[src/rtl/synth_prog_pkg.sv]
package synth_prog_pkg;
  localparam int SR_W     = 19;
  localparam int REF_W    = 14;
  localparam int SWAL_W   = 7;
  localparam int MAIN_W   = 11;
  localparam int MIN_DIV  = 3;
  localparam int REF_LSB  = 1;
  localparam int PRE_BIT  = REF_LSB + REF_W;
  localparam int SWAL_LSB = 1;
  localparam int MAIN_LSB = SWAL_LSB + SWAL_W;

  typedef enum logic {SEL_PROG = 1'b0, SEL_REF = 1'b1} ctl_sel_e;

  typedef struct packed {
    logic             pre;
    logic [REF_W-1:0] div;
  } ref_word_t;

  typedef struct packed {
    logic [MAIN_W-1:0] main_div;
    logic [SWAL_W-1:0] swal;
  } prog_word_t;
endpackage

[src/rtl/spl_pin_sync.sv]
module spl_pin_sync #(
  parameter int N      = 3,
  parameter int STAGES = 2
) (
  input  logic         clk_i,
  input  logic         rst_ni,
  input  logic [N-1:0] pin_i,
  output logic [N-1:0] lvl_o,
  output logic [N-1:0] rise_o
);
  // STAGES synchronizer flops plus one history flop for edge detection
  logic [STAGES:0][N-1:0] pipe_q;

  always_ff @(posedge clk_i or negedge rst_ni) begin
    if (!rst_ni) pipe_q <= '0;
    else         pipe_q <= {pipe_q[STAGES-1:0], pin_i};
  end

  assign lvl_o  = pipe_q[STAGES-1];
  assign rise_o = pipe_q[STAGES-1] & ~pipe_q[STAGES];

  for (genvar i = 0; i < N; i++) begin : g_chk
    p_rise_single_r8: assert property (@(posedge clk_i) disable iff (!rst_ni)
      rise_o[i] |=> !rise_o[i]);
  end
endmodule

[src/rtl/spl_shift_reg.sv]
module spl_shift_reg
  import synth_prog_pkg::*;
(
  input  logic            clk_i,
  input  logic            rst_ni,
  input  logic            shift_en_i,
  input  logic            bit_i,
  output logic [SR_W-1:0] word_o
);
  logic [SR_W-1:0] sr_q;

  always_ff @(posedge clk_i or negedge rst_ni) begin
    if (!rst_ni)         sr_q <= '0;
    else if (shift_en_i) sr_q <= {sr_q[SR_W-2:0], bit_i};
  end

  assign word_o = sr_q;

  p_hold_no_edge_r2: assert property (@(posedge clk_i) disable iff (!rst_ni)
    !shift_en_i |=> $stable(word_o));
  p_shift_up_r2: assert property (@(posedge clk_i) disable iff (!rst_ni)
    shift_en_i |=> word_o[SR_W-1:1] == $past(word_o[SR_W-2:0]));
endmodule

[src/rtl/spl_latch_bank.sv]
module spl_latch_bank
  import synth_prog_pkg::*;
(
  input  logic              clk_i,
  input  logic              rst_ni,
  input  logic              load_i,
  input  logic [SR_W-1:0]   word_i,
  output logic [REF_W-1:0]  ref_div_o,
  output logic              pre_sel_o,
  output logic [SWAL_W-1:0] swal_o,
  output logic [MAIN_W-1:0] main_div_o,
  output logic              ref_stb_o,
  output logic              prog_stb_o
);
  ctl_sel_e   sel;
  ref_word_t  ref_d, ref_q;
  prog_word_t prog_d, prog_q;
  logic       ref_ok, prog_ok;
  logic       ref_stb_q, prog_stb_q;

  always_comb begin
    sel             = ctl_sel_e'(word_i[0]);
    ref_d.div       = word_i[PRE_BIT-1:REF_LSB];
    ref_d.pre       = word_i[PRE_BIT];
    prog_d.swal     = word_i[MAIN_LSB-1:SWAL_LSB];
    prog_d.main_div = word_i[SR_W-1:MAIN_LSB];
    ref_ok  = load_i && (sel == SEL_REF)  && (ref_d.div       >= REF_W'(MIN_DIV));
    prog_ok = load_i && (sel == SEL_PROG) && (prog_d.main_div >= MAIN_W'(MIN_DIV));
  end

  always_ff @(posedge clk_i or negedge rst_ni) begin
    if (!rst_ni) begin
      ref_q      <= '0;
      prog_q     <= '0;
      ref_stb_q  <= 1'b0;
      prog_stb_q <= 1'b0;
    end else begin
      if (ref_ok)  ref_q  <= ref_d;
      if (prog_ok) prog_q <= prog_d;
      ref_stb_q  <= ref_ok;
      prog_stb_q <= prog_ok;
    end
  end

  assign ref_div_o  = ref_q.div;
  assign pre_sel_o  = ref_q.pre;
  assign swal_o     = prog_q.swal;
  assign main_div_o = prog_q.main_div;
  assign ref_stb_o  = ref_stb_q;
  assign prog_stb_o = prog_stb_q;

  p_stb_excl_r5: assert property (@(posedge clk_i) disable iff (!rst_ni)
    !(ref_stb_o && prog_stb_o));
  p_ref_min_r6: assert property (@(posedge clk_i) disable iff (!rst_ni)
    ref_stb_o |-> ref_div_o >= REF_W'(MIN_DIV));
  p_main_min_r7: assert property (@(posedge clk_i) disable iff (!rst_ni)
    prog_stb_o |-> main_div_o >= MAIN_W'(MIN_DIV));
  p_ref_hold_r4: assert property (@(posedge clk_i) disable iff (!rst_ni)
    !ref_stb_o |-> $stable(ref_div_o) && $stable(pre_sel_o));
  p_prog_hold_r3: assert property (@(posedge clk_i) disable iff (!rst_ni)
    !prog_stb_o |-> $stable(swal_o) && $stable(main_div_o));
endmodule

[src/rtl/synth_prog_loader.sv]
module synth_prog_loader
  import synth_prog_pkg::*;
#(
  parameter int SYNC_STAGES = 2
) (
  input  logic              clk_i,
  input  logic              rst_ni,
  input  logic              ser_data_i,
  input  logic              ser_clk_i,
  input  logic              ser_le_i,
  output logic [REF_W-1:0]  ref_div_o,
  output logic              pre_sel_o,
  output logic [SWAL_W-1:0] swal_o,
  output logic [MAIN_W-1:0] main_div_o,
  output logic              ref_stb_o,
  output logic              prog_stb_o
);
  localparam int PIN_DAT = 0;
  localparam int PIN_CLK = 1;
  localparam int PIN_LE  = 2;

  logic [2:0]      lvl, rise;
  logic [SR_W-1:0] word;
  logic            unused_pins;

  spl_pin_sync #(.N(3), .STAGES(SYNC_STAGES)) u_sync (
    .clk_i  (clk_i),
    .rst_ni (rst_ni),
    .pin_i  ({ser_le_i, ser_clk_i, ser_data_i}),
    .lvl_o  (lvl),
    .rise_o (rise)
  );

  assign unused_pins = ^{rise[PIN_DAT], lvl[PIN_CLK], lvl[PIN_LE]};

  spl_shift_reg u_sr (
    .clk_i      (clk_i),
    .rst_ni     (rst_ni),
    .shift_en_i (rise[PIN_CLK]),
    .bit_i      (lvl[PIN_DAT]),
    .word_o     (word)
  );

  spl_latch_bank u_latch (
    .clk_i      (clk_i),
    .rst_ni     (rst_ni),
    .load_i     (rise[PIN_LE]),
    .word_i     (word),
    .ref_div_o  (ref_div_o),
    .pre_sel_o  (pre_sel_o),
    .swal_o     (swal_o),
    .main_div_o (main_div_o),
    .ref_stb_o  (ref_stb_o),
    .prog_stb_o (prog_stb_o)
  );

  p_stb_pulse_r5: assert property (@(posedge clk_i) disable iff (!rst_ni)
    (ref_stb_o || prog_stb_o) |=> !(ref_stb_o || prog_stb_o));
endmodule

[config.mk]
export PLATFORM = sky130hd
export DESIGN_NAME = synth_prog_loader
export DESIGN_NICKNAME = d
export VERILOG_FILES = /design/src/rtl/synth_prog_pkg.sv /design/src/rtl/spl_pin_sync.sv /design/src/rtl/spl_shift_reg.sv /design/src/rtl/spl_latch_bank.sv /design/src/rtl/synth_prog_loader.sv
export SDC_FILE = /design/constraint.sdc
export NUM_CORES = 1
export LEC_CHECK = 0
export CORE_MARGIN = 5
export CORE_UTILIZATION = 40
export CTS_CLUSTER_DIAMETER = 40
export DETAILED_ROUTE_END_ITERATION = 8
export PLACE_DENSITY = 0.61
export SLEW_MARGIN = 0
export SYNTH_ARGS = -nofsm -noshare
export SYNTH_HDL_FRONTEND = slang
export SYNTH_SLANG_ARGS = --single-unit
[constraint.sdc]
create_clock -name clk_i -period 2.73 [get_ports clk_i]
set_input_delay 0.273 -clock clk_i [delete_from_list [all_inputs] [get_ports clk_i]]
set_output_delay 0.273 -clock clk_i [all_outputs]
set_load 0.005 [all_outputs]
## After elaboration in Yosys (flattened, before gate mapping)

Index checks and enable logic that the tools add are counted.

| word-level totals | value |
|---|---|
| memory bits (writable) | 0 |
| input bits | 5 |
| latch bits | 0 |
| ROM bits | 0 |
| memories kept | 0 |
| flip-flop bits (word level) | 63 |

| cells by class | value |
|---|---|
| multiply operators | 0 |
| magnitude comparators | 2 |
| reductions and logical operators | 4 |
| add/subtract/negate cells | 0 |
| bitwise gates (word level) | 3 |
| div/mod/pow operators | 0 |
| multiplexer cells | 0 |
| shifts and indexed selects | 0 |
| equality and inequality tests | 0 |

Operators with widths:

| kind | number |
|---|---|
| $ge 14x2->1 const B | 1 |
| $ge 11x2->1 const B | 1 |
| $logic_and 1x1->1 | 4 |
| $and 3x3->3 | 1 |
| $not 3->3 | 1 |
| $not 1->1 | 1 |

## Longest topological paths before layout

Gate-level depths: netlist (run 1).

| logic depth | value |
|---|---|
| depth after elaboration | 4 |
| gate-level depth with buffers | 6 |
| mapped depth without buffers | 4 |

## Hierarchy

A second synthesis (run 1) with hierarchy kept.

| unflattened totals | value |
|---|---|
| cells, all modules | 138 |
| area total of the unflattened synthesis | 2458.6 µm² |

Modules (own cells, without submodules):

| module | area each (µm²) | cells an instance | times used | sequential area each (µm²) |
|---|---|---|---|---|
| spl_latch_bank | 1411.4 | 83 | 1 | 875.8 |
| spl_shift_reg | 758.2 | 40 | 1 | 475.5 |
| spl_pin_sync | 289.0 | 15 | 1 | 225.2 |

## Least setup slack after synthesis (run 1)

Ideal clock, no wire load.

| timing path | value |
|---|---|
| path kind | register to register |
| start | reg u_sr.sr_q[9] (netlist: u_sr.word_o[9]) |
| end | reg u_latch.ref_q (netlist bit u_latch.pre_sel_o) |
| required time | 2.605 ns |
| slack | 0.839 ns |
| arrival time | 1.767 ns |
| cell stages (with the launch flop) | 7 |
| setup time | 0.125 ns |
| cells stage by stage | dfrtp_1 -> or4_1 -> a21oi_1 -> a31o_2 -> buf_4 -> buf_6 -> mux2_2 |

| between the ends | value |
|---|---|
| longest elaborated chain between the ends | 2 |

RTL lines:

| item | line | text |
|---|---|---|
| from (decl) | spl_shift_reg.sv:10 | `logic [SR_W-1:0] sr_q;` |
| from (signal assigned) | spl_shift_reg.sv:14 | `else if (shift_en_i) sr_q <= {sr_q[SR_W-2:0], bit_i};` |
| $ge 14x2->1 | spl_latch_bank.sv:27 | `ref_ok = load_i && (sel == SEL_REF) && (ref_d.div >= REF_W'(MIN_DIV));` |
| $logic_and 1x1->1 | spl_latch_bank.sv:27 |  |
| to (signal assigned) | spl_latch_bank.sv:38 | `if (ref_ok) ref_q <= ref_d;` |
| to (decl) | spl_latch_bank.sv:16 | `ref_word_t ref_d, ref_q;` |

No other way between the ends.
A chain may end at the register's enable or synchronous reset.

## Final worst setup path (run 1)

| timing path | value |
|---|---|
| start | reg u_sr.sr_q[9] (netlist: u_sr.word_o[9]) |
| end | reg u_latch.ref_q (netlist bit u_latch.ref_div_o[7]) |

The elaborated chain is that of the path after synthesis.

==> results_dict.tcl, run 1 <==
set metrics [dict create \
    status "finished clean" \
    total_power_mw 3.41 \
    chipWidth_um 86.2 \
    crit_required_ns 2.95 \
    slowest_stage "or4_1" \
    slew_headroom_pct 49.9 \
    antenna_cells 0 \
    design_area_sq_um 3050 \
    clk_pin_slew_ns 0.07 \
    dr.pass1.iters 2 \
    p_leak_nw 1.39 \
    yosys.area.top_type_share_pct 66.9 \
    final_util_pct 54.7 \
    antenna_found_initial 0 \
    cp.arrival_ns 2.35 \
    cp_max_fo 16 \
    setup_ws_ns 0.596 \
    syn_nets 137 \
    fin_crit_ns 2.13 \
    r2r_end "u_latch.ref_div_o[7]" \
    dp_hpwl_um 2720 \
    insertion_delay_ns 0.33 \
    r2r_slack_ns 0.60 \
    gp_congestion 0.704 \
    placed_cell_area_sq_um 2780 \
    yosysWarnings 0 \
    whs_ns 0.0932 \
    period_share_pct 78.2 \
    ios 40 \
    cpPeakStageDelay_ns 0.55 \
    worstHoldPathType "in -> async" \
    skew_ns 0.00654 \
    yosysSeqAreaShare_pct 66.9 \
    cts_tree "yes" \
    worstSetupPathType "reg -> reg" \
    worst_slew_pin_slew_ns 0.752 \
    dpl.cell_count 241 \
    cts_buffers 9 \
    track_usage_pct 12.2 \
    drt-vias-per-instance 4.82 \
    fin_cells 257 \
    cp-end-kind "flop" \
    initial_core_util_pct 41.6 \
    die_y_um 86.2 \
    grt.overflow.total 0 \
    maxCapViolCount 0 \
    nets 185 \
    power_density_nw_per_um2 1120 \
    cts_resized 0 \
    critPathTopFamily "compound AO/OA/AOI/OAI gates" \
    cp_cell_sequence "or4_1, a21oi_1, a31o_2, mux2_2" \
    drtIter0Drc 37 \
    wire_per_inst_um 15.7 \
    cts-htree-levels 3 \
    syn_to_final_growth_pct 31.3 \
    setup_viol 0 \
    synthCells 132 \
    clkSinkCount 62 \
    timing.setup.tns_ns 0 \
    postCtsSetupBuffers 0 \
    cts_hold_buf 0 \
    numPortBuffers 39 \
    worst-r2r-cell-count 4 \
    netlist_area_sq_um 2320 \
    drv_slew 0 \
    grt_pass1_vias 1354 \
    grt_max_degree 63 \
    max_freq_mhz 469 \
    yosys-top-cells-area "dfrtp_1 (67%), mux2_2 (20%), mux2_4 (5.8%)" \
    ys_ff_latch 62 \
    start_kind "flop" \
    pre_cts_ws_ns 0.586 \
    coreArea_sq_um 5570 \
    die-area_sq_um 7420 \
    vias 1240 \
    rows 27 \
    grt_setup_unrepaired "no" \
    clock_path_buffers 2 \
    route.detailed.drc 0 \
    synth_area_leader_cell "dfrtp_1" \
    wirelength_um 4040 \
    worst_r2r_startpoint "u_sr.word_o[9]" \
    ys_types 20 \
    antenna_left 0 \
    avgSynthCellArea_sq_um 17.6 \
    final_hold_viol_count 0 \
    grt_pass1_wl_um 6870 \
    drive_above_1_share_pct 40.5 \
    path_buf_inv 0 \
    peakVddDrop_v 0.000734 \
    cts_root_buf "clkbuf_8" \
]
## power by group
part	switching [mW]	leakage, nW	total, mW	internal, mW
clock	0.347	0.132	1.07	0.722
sequential	0.246	0.791	1.47	1.22
combinational	0.255	0.463	0.880	0.625
## worst register-to-register path, cell delays in order, from the launching register on
cell,delay (ns)
dfrtp_1,0.46
or4_1,0.55
a21oi_1,0.14
a31o_2,0.48
mux2_2,0.39
## Yosys cell counts
master	number
dfrtp_1	62
mux2_2	42
mux2_4	9
inv_1	2
or4_1	2
a2111oi_4	1
a21oi_1	1
a21oi_2	1
a31o_2	1
buf_1	1
buf_4	1
buf_6	1
buf_8	1
clkbuf_1	1
mux2_1	1
nand3b_1	1
nor2b_1	1
nor3_1	1
nor3_2	1
or3_1	1
## cell usage in the layout (no fill, tap or decap)
| cell | count |
|---|---|
| buf_2 | 1 |
| nor2b_1 | 1 |
| clkinvlp_4 | 1 |
| nor3_1 | 1 |
| clkinv_2 | 1 |
| bufinv_16 | 4 |
| buf_4 | 3 |
| a21oi_1 | 1 |
| a31o_2 | 1 |
| clkdlybuf4s50_1 | 38 |
| a21oi_2 | 1 |
| or4_1 | 2 |
| clkbuf_8 | 10 |
| a2111oi_4 | 1 |
| inv_1 | 2 |
| nor3_2 | 1 |
| nand3b_1 | 1 |
| mux2_2 | 42 |
| dfrtp_1 | 62 |
| mux2_4 | 9 |
| mux2_1 | 1 |
| or3_1 | 1 |
## registers in the layout, indices dropped and copies added (netlist names)
name,count
u_latch.ref_stb_o,1
u_latch.main_div_o,11
u_sync.lvl_o,3
u_latch.ref_div_o,14
u_sync.pipe_q,5
u_sr.word_o,19
u_latch.pre_sel_o,1
u_latch.swal_o,7
u_latch.prog_stb_o,1
## layer usage
metal  wire (um)  vias to the layer above  track usage (%)  part of all wire, %
li1            -                      566                -                    -
met1        1850                      636             15.2                   46
met2        1940                       27             18.9                   48
met3         148                       11             2.79                  3.7
met4         104                        0             8.20                  2.6
met5           0                        -                0                    0
## cell type report
type | instances | area, sq um
Fill cell | 478 | 2530
Sequential cell | 62 | 1550
Multi-Input combinational cell | 63 | 719
Timing Repair Buffer | 42 | 408
Clock buffer | 10 | 138
Clock inverter | 6 | 133
Tap cell | 72 | 90.1
Inverter | 2 | 7.51
## how the worst max path moves through the flow
stage                            endpoint  cells past startpoint            from
detailed placement   u_latch.ref_div_o[3]                      4  u_sr.word_o[9]
floorplan               u_latch.pre_sel_o                      6  u_sr.word_o[9]
CTS                  u_latch.ref_div_o[3]                      4  u_sr.word_o[9]
global placement        u_latch.pre_sel_o                      4  u_sr.word_o[9]
global route        u_latch.ref_div_o[13]                      4  u_sr.word_o[9]
finish               u_latch.ref_div_o[7]                      4  u_sr.word_o[9]
## kinds of logic (layout without fill, tap and decap cells)
group,Yosys count,after routing,share of synthesized area (%)
compound gates,4,4,2.16
mux,52,52,26.7
simple gates,7,7,2.16
buf+inv,7,60,2.10
flops,62,62,66.9
Power figures use the tool's default switching activity.
==> run 2, diff against run 1 <==
==> constraint.sdc (replaced) <==
create_clock -name clk_i -period 2.1 [get_ports clk_i]
set_input_delay 0.21 -clock clk_i [delete_from_list [all_inputs] [get_ports clk_i]]
set_output_delay 0.21 -clock clk_i [all_outputs]
set_load 0.005 [all_outputs]
==> run 2 against run 1 <==
  * Sequential power rose by 28%
  * Critical endpoint is now u_latch.main_div_o[10]
  * Sequential share of layout area fell by 0.60 points
  * Critical path depth rose by 1
  * Register-to-register slack got worse by 0.46 ns
  * Total power rose by 26%
  * First-iteration DRC count rose by 65%
  * Clock skew rose by 0.0034 ns
  * Hold slack improved by 0.22 ns
  * Via count rose by 2.9%
  * Cell count rose by 2.3%
  * Non-clock buffer count rose by 6
==> results_dict.tcl, run 2 (synthesized netlist as in run 1, its figures left out) <==
set metrics [dict create \
    rows 27 \
    coreArea_sq_um 5570 \
    cts_hold_buf 1 \
    critPathTopFamily "compound AO/OA/AOI/OAI gates" \
    clkSinkCount 62 \
    r2r_end "u_latch.main_div_o[10]" \
    holdPathStages 1 \
    fin_cells 263 \
    wire_per_inst_um 16.0 \
    setup_ws_ns 0.132 \
    power_frac_seq_pct 43.6 \
    grt_setup_unrepaired "no" \
    route.detailed.drc 0 \
    initial_core_util_pct 41.6 \
    cts_buffers 9 \
    gp_congestion 0.729 \
    chipWidth_um 86.2 \
    r2r_slack_ns 0.13 \
    drive_above_1_share_pct 41.4 \
    crit_start "u_sr.word_o[16]" \
    cts-htree-levels 3 \
    die_y_um 86.2 \
    path_buf_inv 1 \
    slew_headroom_pct 49.6 \
    cp_cell_sequence "or4_1, a21oi_2, a2111oi_4, buf_12, mux2_2" \
    clk_pin_slew_ns 0.06 \
    dp_hpwl_um 2880 \
    skew_ns 0.00997 \
    track_usage_pct 13.1 \
    die-area_sq_um 7420 \
    power_density_nw_per_um2 1400 \
    insertion_delay_ns 0.34 \
    grt_pass1_vias 1336 \
    syn_to_final_growth_pct 32.9 \
    placed_cell_area_sq_um 2840 \
    worst_r2r_startpoint "u_sr.word_o[16]" \
    crit_end "u_latch.main_div_o[10]" \
    numPortBuffers 39 \
    wirelength_um 4210 \
    cp.arrival_ns 2.18 \
    power_frac_comb_pct 28.7 \
    grt_pass1_wl_um 7150 \
    worstHoldPathType "in -> reg" \
    total_power_mw 4.31 \
    drv_slew 0 \
    setup_viol 0 \
    slowest_stage "a2111oi_4" \
    antenna_left 0 \
    clock_path_buffers 2 \
    grt.overflow.total 0 \
    swShare_pct 25.7 \
    cts_root_buf "clkbuf_8" \
    drtIter0Drc 61 \
    worst-r2r-cell-count 5 \
    worst_slew_pin_slew_ns 0.756 \
    cpPeakStageDelay_ns 0.66 \
    grt_max_degree 34 \
    status "finished clean" \
    maxCapViolCount 0 \
    antenna_cells 0 \
    cp.depth 5 \
    p_int_mw 3.21 \
    final_cell_mix "dfrtp_1 (62), mux2_2 (42), clkdlybuf4s50_1 (38)" \
    design_area_sq_um 3080 \
    final_hold_viol_count 0 \
    p_leak_nw 1.41 \
    antenna_found_initial 0 \
    ios 40 \
    dpl.cell_count 246 \
    period_share_pct 93.7 \
    dr.pass1.iters 3 \
    postCtsSetupBuffers 0 \
    crit_required_ns 2.32 \
    fin_crit_ns 1.97 \
    largest_reg_flops 19 \
    fillCellCount 460 \
    pre_cts_ws_ns 0.122 \
    nets 191 \
    peakVddDrop_v 0.000705 \
    start_kind "flop" \
    worstSetupPathType "reg -> reg" \
    timing.setup.tns_ns 0 \
    cp-end-kind "flop" \
    cp_max_fo 14 \
    power_switching_mw 1.11 \
    layout_commonest_cell "dfrtp_1" \
    max_freq_mhz 508 \
    cts_tree "yes" \
    clkPwrFrac_pct 27.7 \
    drt-vias-per-instance 4.85 \
    cts_resized 0 \
    vias 1276 \
]
## run 2: cell count changes in the layout (fill, tap and decap cells not counted)
cell,delta
buf_4,+3
buf_12,+2
clkbuf_1,+1
clkbuf_8,+2
bufinv_16,-2
clkinvlp_4,-1
dlygate4sd3_1,+1
## run 2: routing by layer
layer,vias up,wire length (um),GRT usage [%]
met5,-,0,0
met2,28,2090,18.8
met1,664,1820,16.4
met4,0,81,7.05
met3,9,215,5.86
li1,575,-,-
## run 2: cell type report
cell class                      instances  area (sq um)  area share (%)
Multi-Input combinational cell         63           719            23.3
Clock buffer                           13           169            5.48
Inverter                                2          7.51           0.244
Sequential cell                        62          1550            50.3
Tap cell                               72          90.1            2.92
Clock inverter                          3          65.1            2.11
Timing Repair Buffer                   48           480            15.6
## run 2: power by group through the flow
stage | registers (mW) | clock network [mW] | logic (mW)
finish | 1.88 | 1.19 | 1.24
floorplan | 1.86 | 0 | 0.547
CTS | 1.89 | 1.23 | 1.27
detailed placement | 1.91 | 0 | 1.26
global route | 1.94 | 1.29 | 1.33
global placement | 1.89 | 0 | 1.24
## run 2: stage by stage
stage	hold WS, ns	utilization (%)
CTS	0.289	55.3
floorplan	-0.0856	-
global route	0.280	55.3
detailed placement	0.319	50.9
finish	0.312	55.3
global placement	0.309	50.9
## run 2: worst min-delay path by stage
stage / to / slack [ns] / from
after global routing: u_sync.pipe_q[1] / 0.28 / ser_clk_i
after CTS: u_sync.pipe_q[1] / 0.29 / ser_clk_i
after global placement: u_sync.pipe_q[1] / 0.31 / rst_ni
after detailed placement: u_sync.pipe_q[7] / 0.32 / rst_ni
after floorplan: u_latch.main_div_o[0] / -0.09 / rst_ni
final: u_sync.pipe_q[0] / 0.31 / ser_data_i
